[src/rtl/brn_pkg.sv]
package brn_pkg;

  parameter int unsigned BRN_SCALE = 1000;
  localparam int unsigned BRN_RATIO_W = $clog2(BRN_SCALE + 1);

  typedef enum logic [2:0] {
    ST_IDLE,
    ST_CLASS,
    ST_RWAIT,
    ST_TLOAD,
    ST_TWAIT
  } brn_state_e;

  typedef enum logic [1:0] {
    SAT_NONE,
    SAT_OVF,
    SAT_ZERO,
    SAT_EXCESS
  } brn_sat_e;

endpackage

[src/rtl/brn_classify.sv]
module brn_classify
  import brn_pkg::*;
#(
  parameter int unsigned CNT_W = 31
) (
  input  logic             ovf_i,
  input  logic [CNT_W-1:0] busy_i,
  input  logic [CNT_W-1:0] total_i,
  output brn_sat_e         reason_o
);

  // Priority: overflow, then zero total, then busy above total.
  always_comb begin
    if (ovf_i)
      reason_o = SAT_OVF;
    else if (total_i == '0)
      reason_o = SAT_ZERO;
    else if (busy_i > total_i)
      reason_o = SAT_EXCESS;
    else
      reason_o = SAT_NONE;
  end

endmodule

[src/rtl/brn_divider.sv]
module brn_divider #(
  parameter int unsigned W = 42
) (
  input  logic         clk,
  input  logic         rst_n,
  input  logic         load_i,
  input  logic [W-1:0] num_i,
  input  logic [W-1:0] den_i,
  output logic [W-1:0] quo_o,
  output logic         fin_o
);

  localparam int unsigned CW = $clog2(W + 1);

  logic [W-1:0]  rem_q;
  logic [W-1:0]  quo_q;
  logic [W-1:0]  den_q;
  logic [CW-1:0] cnt_q;
  logic          run_q;
  logic          fin_q;

  logic [W:0]    shifted;
  logic [W:0]    trial;
  logic          fits;

  always_comb begin
    shifted = {rem_q, quo_q[W-1]};
    trial   = shifted - {1'b0, den_q};
    fits    = ~trial[W];
  end

  always_ff @(posedge clk or negedge rst_n) begin
    if (!rst_n) begin
      rem_q <= '0;
      quo_q <= '0;
      den_q <= '0;
      cnt_q <= '0;
      run_q <= 1'b0;
      fin_q <= 1'b0;
    end else begin
      fin_q <= 1'b0;
      if (load_i) begin
        rem_q <= '0;
        quo_q <= num_i;
        den_q <= den_i;
        cnt_q <= CW'(W);
        run_q <= 1'b1;
      end else if (run_q) begin
        rem_q <= fits ? trial[W-1:0] : shifted[W-1:0];
        quo_q <= {quo_q[W-2:0], fits};
        cnt_q <= cnt_q - 1'b1;
        if (cnt_q == CW'(1)) begin
          run_q <= 1'b0;
          fin_q <= 1'b1;
        end
      end
    end
  end

  assign quo_o = quo_q;
  assign fin_o = fin_q;

endmodule

[src/rtl/busy_ratio_norm.sv]
module busy_ratio_norm
  import brn_pkg::*;
#(
  parameter int unsigned CNT_W  = 31,
  parameter int unsigned TIME_W = 32
) (
  input  logic                   clk,
  input  logic                   rst_n,
  input  logic                   start_i,
  input  logic                   ovf_i,
  input  logic [CNT_W-1:0]       busy_cnt_i,
  input  logic [CNT_W-1:0]       total_cnt_i,
  input  logic [TIME_W-1:0]      elapsed_i,
  output logic [BRN_RATIO_W-1:0] ratio_o,
  output logic [TIME_W-1:0]      busy_time_o,
  output logic                   done_o
);

  localparam int unsigned RW = BRN_RATIO_W;
  localparam int unsigned DW = ((CNT_W > TIME_W) ? CNT_W : TIME_W) + RW;

  function automatic logic [DW-1:0] scale_up(input logic [CNT_W-1:0] cnt);
    return DW'(cnt) * DW'(BRN_SCALE);
  endfunction

  function automatic logic [DW-1:0] time_product(input logic [TIME_W-1:0] t,
                                                 input logic [RW-1:0]     r);
    return DW'(t) * DW'(r);
  endfunction

  brn_state_e          state_q;
  logic                ovf_q;
  logic [CNT_W-1:0]    busy_q;
  logic [CNT_W-1:0]    total_q;
  logic [TIME_W-1:0]   elapsed_q;
  logic [RW-1:0]       ratio_work_q;
  logic [RW-1:0]       ratio_q;
  logic [TIME_W-1:0]   time_q;
  logic                done_q;

  // Named internal events for the checker.
  logic                accept_start;
  brn_sat_e            sat_reason;
  logic                sat_hit;
  logic                div_load;
  logic [DW-1:0]       div_num;
  logic [DW-1:0]       div_den;
  logic [DW-1:0]       div_quo;
  logic                div_fin;

  assign accept_start = (state_q == ST_IDLE) && start_i;

  brn_classify #(.CNT_W(CNT_W)) u_class (
    .ovf_i   (ovf_q),
    .busy_i  (busy_q),
    .total_i (total_q),
    .reason_o(sat_reason)
  );

  assign sat_hit = (sat_reason != SAT_NONE);

  always_comb begin
    div_load = 1'b0;
    div_num  = '0;
    div_den  = '0;
    case (state_q)
      ST_CLASS: begin
        if (!sat_hit) begin
          div_load = 1'b1;
          div_num  = scale_up(busy_q);
          div_den  = DW'(total_q);
        end
      end
      ST_TLOAD: begin
        div_load = 1'b1;
        div_num  = time_product(elapsed_q, ratio_work_q);
        div_den  = DW'(BRN_SCALE);
      end
      default: ;
    endcase
  end

  brn_divider #(.W(DW)) u_div (
    .clk   (clk),
    .rst_n (rst_n),
    .load_i(div_load),
    .num_i (div_num),
    .den_i (div_den),
    .quo_o (div_quo),
    .fin_o (div_fin)
  );

  always_ff @(posedge clk or negedge rst_n) begin
    if (!rst_n) begin
      state_q      <= ST_IDLE;
      ovf_q        <= 1'b0;
      busy_q       <= '0;
      total_q      <= '0;
      elapsed_q    <= '0;
      ratio_work_q <= '0;
      ratio_q      <= '0;
      time_q       <= '0;
      done_q       <= 1'b0;
    end else begin
      done_q <= 1'b0;
      case (state_q)
        ST_IDLE: begin
          if (accept_start) begin
            ovf_q     <= ovf_i;
            busy_q    <= busy_cnt_i;
            total_q   <= total_cnt_i;
            elapsed_q <= elapsed_i;
            state_q   <= ST_CLASS;
          end
        end
        ST_CLASS: begin
          if (sat_hit) begin
            ratio_work_q <= RW'(BRN_SCALE);
            state_q      <= ST_TLOAD;
          end else begin
            state_q <= ST_RWAIT;
          end
        end
        ST_RWAIT: begin
          if (div_fin) begin
            ratio_work_q <= div_quo[RW-1:0];
            state_q      <= ST_TLOAD;
          end
        end
        ST_TLOAD: state_q <= ST_TWAIT;
        ST_TWAIT: begin
          if (div_fin) begin
            ratio_q <= ratio_work_q;
            time_q  <= div_quo[TIME_W-1:0];
            done_q  <= 1'b1;
            state_q <= ST_IDLE;
          end
        end
        default: state_q <= ST_IDLE;
      endcase
    end
  end

  assign ratio_o     = ratio_q;
  assign busy_time_o = time_q;
  assign done_o      = done_q;

endmodule

[config.mk]
export PLATFORM = sky130hd
export DESIGN_NAME = busy_ratio_norm
export DESIGN_NICKNAME = d
export VERILOG_FILES = /design/src/rtl/brn_pkg.sv /design/src/rtl/brn_classify.sv /design/src/rtl/brn_divider.sv /design/src/rtl/busy_ratio_norm.sv
export SDC_FILE = /design/constraint.sdc
export NUM_CORES = 2
export LEC_CHECK = 0
export BUFFER_PORTS_ARGS = -buffer_cell sky130_fd_sc_hd__buf_2
export CAP_MARGIN = 20
export CORE_MARGIN = 4
export CORE_UTILIZATION = 45
export DETAILED_ROUTE_END_ITERATION = 6
export PLACE_DENSITY_LB_ADDON = 0.1
export SLEW_MARGIN = 0
export SYNTH_ARGS = -nofsm -noshare
export SYNTH_HDL_FRONTEND = slang
export SYNTH_SLANG_ARGS = --single-unit
[constraint.sdc]
create_clock -name clk -period 10 [get_ports clk]
set_input_delay 1.5 -clock clk [delete_from_list [all_inputs] [get_ports clk]]
set_output_delay 1.5 -clock clk [all_outputs]
set_load 0.05 [all_outputs]
==> impl_summary.md <==
Outcome
The run finished with clean final reports.

Cells and area
The final-stage net count is 3,737. The library cell used most frequently in the layout, excluding fill and tap cells, is inv_1. In the layout the commonest cells are inv_1, fa_1, nand2_1.

Cells with a size suffix above 1 make up 11.1% of the layout. The number of diodes added for antenna fixing is 0. The signed area change from the synthesized netlist to the final layout is 9.59%.

Logic synthesis
Summed over its instances, the top area cell type makes up about 25% of the synthesized netlist area. Synthesis produced 3,018 cells. The register bit count reported by yosys is ~270.

The net count after synthesis is 3,692. Yosys printed 0 warnings. The part of the Yosys area used for sequential elements is around a quarter. Yosys mapped a number of flops with a built-in enable equal to 0. In the post-synthesis netlist, the biggest area contributors are fa_1, dfrtp_1, ha_1, inv_1, nand2_1. The count of distinct cell types in the synthesized netlist is 69. The post-synthesis instance area is approximately 29,000 um2. The proportion of register bits with asynchronous set or reset after synthesis is 100%. The main flop type after synthesis is dfrtp_1. Summed over all instances, the cell type with the most area after synthesis is fa_1. The mean instance size in the synthesized netlist is 9.51 um2.

Timing
Setup repair after global routing left no endpoint under its margin. The final clock skew is 21.3 ps. The measured slew at the worst slew-check pin is between 1000 and 1500 ps. After routing, the total negative slack on setup checks comes to 0 ps. Headroom to the max-slew limit came out at roughly 28%. Setup violations remaining at the end of the flow were counted as 0. The number of hold violations in the final report came to 0.

The shortest period the worst path allows is between 6000 and 7000 ps. Static timing analysis puts the maximum clock frequency at 0.144 GHz. The post-route fraction of the period consumed by the critical path is 69.3%. The number of pins with negative max-slew slack in the final report is 0.

CTS
The clock-pin slew on the worst setup and hold paths is 50 ps. The cell sitting at the root of the clock tree is a clkbuf_16. Gates resized during post-CTS repair numbered 0. The later pin in the worst-skew pair is clocked with a latency of 570 ps. The count of clock tree sinks is ~270. The number of setup buffers added after CTS is 0. The longest clock path from root to sink contains 3 buffers. The TritonCTS clock tree is done. In this run, CTS created clock tree buffers numbering 37. CTS built an H-tree with a depth of 2. After clock tree synthesis, the flow added hold-fix buffers numbering 0.

Floorplanning
The die covers between 60,000 and 70,000 um2. For this configuration, the core starts out at a cell density of 45.5%. The die width is between 200 and 300 um.

The area of the core is 63,100 um2. The die is about 260 um tall. During I/O placement, the number of pins put on the boundary was roughly 140.

After floorplanning, the core was divided into just over 90 placement rows.

Setup path
Data on the critical path is required at its endpoint by about 10,000 ps. The worst register-to-register path ends at u_div.quo_o[40]. Across all register-to-register paths, the minimum setup slack is just over 3000 ps. At the worst endpoint, the arrival time is 7370 ps.

The worst register-to-register path begins at ratio_work_q[5]. The worst reg-to-reg path cell count is 21. STA classifies the critical path startpoint as a register. STA classifies the critical path endpoint as a register. The startpoint of the worst setup timing path is ratio_work_q[5].

Following the worst setup path forward leads to its endpoint at u_div.quo_o[40]. Of all nets on the critical path, the largest fanout is 25. The worst setup path is of the reg -> reg kind.

Flow run
The tool flagged a number of max-cap violations equal to 0.

Route
The number of search-and-repair iterations in the first detailed-routing pass is 7. For this block, the routed nets add up to 77,400 um of wire. The detail-routed net length per standard cell is 19.7 um. The antenna violation net count after detailed routing is 0. The detailed router placed around 22,000 vias in this run. The DRC violation total after the first TritonRoute iteration is 1,545. The final routed DRC violation total is 0.

The vias per cell is roughly 5.5.

Min path
The min-delay analysis places its worst path in the category reg -> reg. The worst hold path begins at ratio_o[7].

GRT
The pin count of the biggest net entering global routing is a little under 90. The via count of the first global-routing pass is about 22,000. The initial antenna violation count is 0.

The total routing resource utilization after global routing is a little under a quarter. The wire length of the first global-routing pass is 126,000 um. The global-route congestion overflow total is 0.

Placed design
At the end of routability-driven placement, the weighted congestion stood at approximately 0.9. Input and output buffers added on the ports amount to 140. The total half-perimeter wirelength after legalization and detailed placement is roughly 60,000 um.
-- critical path, cell delays in order, from the launching register on --
cell	delay [ps]
dfrtp_1	620
buf_4	370
nand2_1	120
fa_1	480
fa_1	490
inv_1	60
fa_1	540
fa_1	570
inv_1	60
fa_1	530
inv_1	40
ha_1	350
a211o_1	310
o211ai_1	80
a21oi_1	120
o41ai_1	660
a311o_1	310
o21ai_1	150
a31oi_1	350
o31ai_1	130
xor2_1	150
a221o_1	300
-- final cells by class --
class	count	area, um2
tap	846	1060
sequential	274	6860
fill	5990	31600
timing repair buffer	166	938
clock inverter	18	272
multi-input combinational	2167	19700
clock buffer	49	1070
inverter	417	1570
-- how the worst min path moves through the flow --
stage                     cells after the start  slack [ps]              end
final                                         1         500       ratio_o[7]
after global routing                          1         520       ratio_o[7]
after CTS                                     1         510   busy_time_o[9]
after detailed placement                      1         490   busy_time_o[9]
after global placement                        1         480       ratio_o[7]
after floorplan                               2         470  u_div.den_q[15]
-- flip-flops by register name, indices dropped and copies added (netlist names), 6 cells and up --
signal	flops
busy_time_o	32
elapsed_q	32
busy_q	31
ratio_work_q	10
u_div.rem_q	42
u_div.den_q	31
u_div.cnt_q	6
u_div.quo_o	42
ratio_o	10
total_q	31
-- cells by family (layout without fill, tap and decap cells) --
| group | Yosys count | in the layout | synth area share (%) |
|---|---|---|---|
| compound gates | 569 | 569 | 12.5 |
| buf+inv | 577 | 650 | 7.66 |
| flops | 274 | 274 | 23.9 |
| xor+xnor | 107 | 107 | 3.27 |
| mux | 143 | 143 | 5.39 |
| simple gates | 772 | 772 | 13.0 |
| fa+ha+maj | 576 | 576 | 34.3 |
-- synth_stat cells, drive strengths merged, types with 4 or more instances --
cell and n:
a211o 8, a211oi 21, a21o 59, a21oi 150
a221oi 10, a22oi 10, a31o 5, a31oi 26
and2 170, and3 13, buf 18, clkbuf 142
dfrtp 274, fa 353, ha 223, inv 417
mux2 92, mux2i 51, nand2 324, nand2b 20
nand3 30, nand3b 5, nand4 24, nor2 101
nor2b 11, nor3 34, nor3b 4, nor4 12
o2111ai 4, o211ai 12, o21a 17, o21ai 154
o21bai 16, o221ai 9, o22ai 6, o31ai 32
or3 12, or4 5, xnor2 69, xor2 38
-- per-stage QoR --
| stage | utilization [%] | hold WS, ps | cell area, um2 | cells | setup WS (ps) |
|---|---|---|---|---|---|
| 2_1_floorplan | - | 471 | 28700 | 3018 | 3960 |
| 3_3_place_gp | 47.7 | 484 | 30100 | 3868 | 3250 |
| 3_5_place_dp | 47.7 | 493 | 30100 | 3868 | 3160 |
| 4_1_cts | 49.8 | 509 | 31400 | 3935 | 3130 |
| 5_1_grt | 49.9 | 520 | 31500 | 3937 | 2730 |
| 6_report | 49.9 | 503 | 31500 | 3937 | 3070 |
-- per-layer routing --
metal  share of wire (%)  track usage [%]  vias to the layer above
met1                  48             34.8                    10900
met5                   0                0                        -
li1                    -                -                    10000
met4                 1.7             4.59                        0
met2                  45             36.6                      547
met3                 5.4             3.54                       72
Power is left out: the tool's default activity adds up to more than one toggle a clock period on the data nets, which glitch-free logic cannot reach.
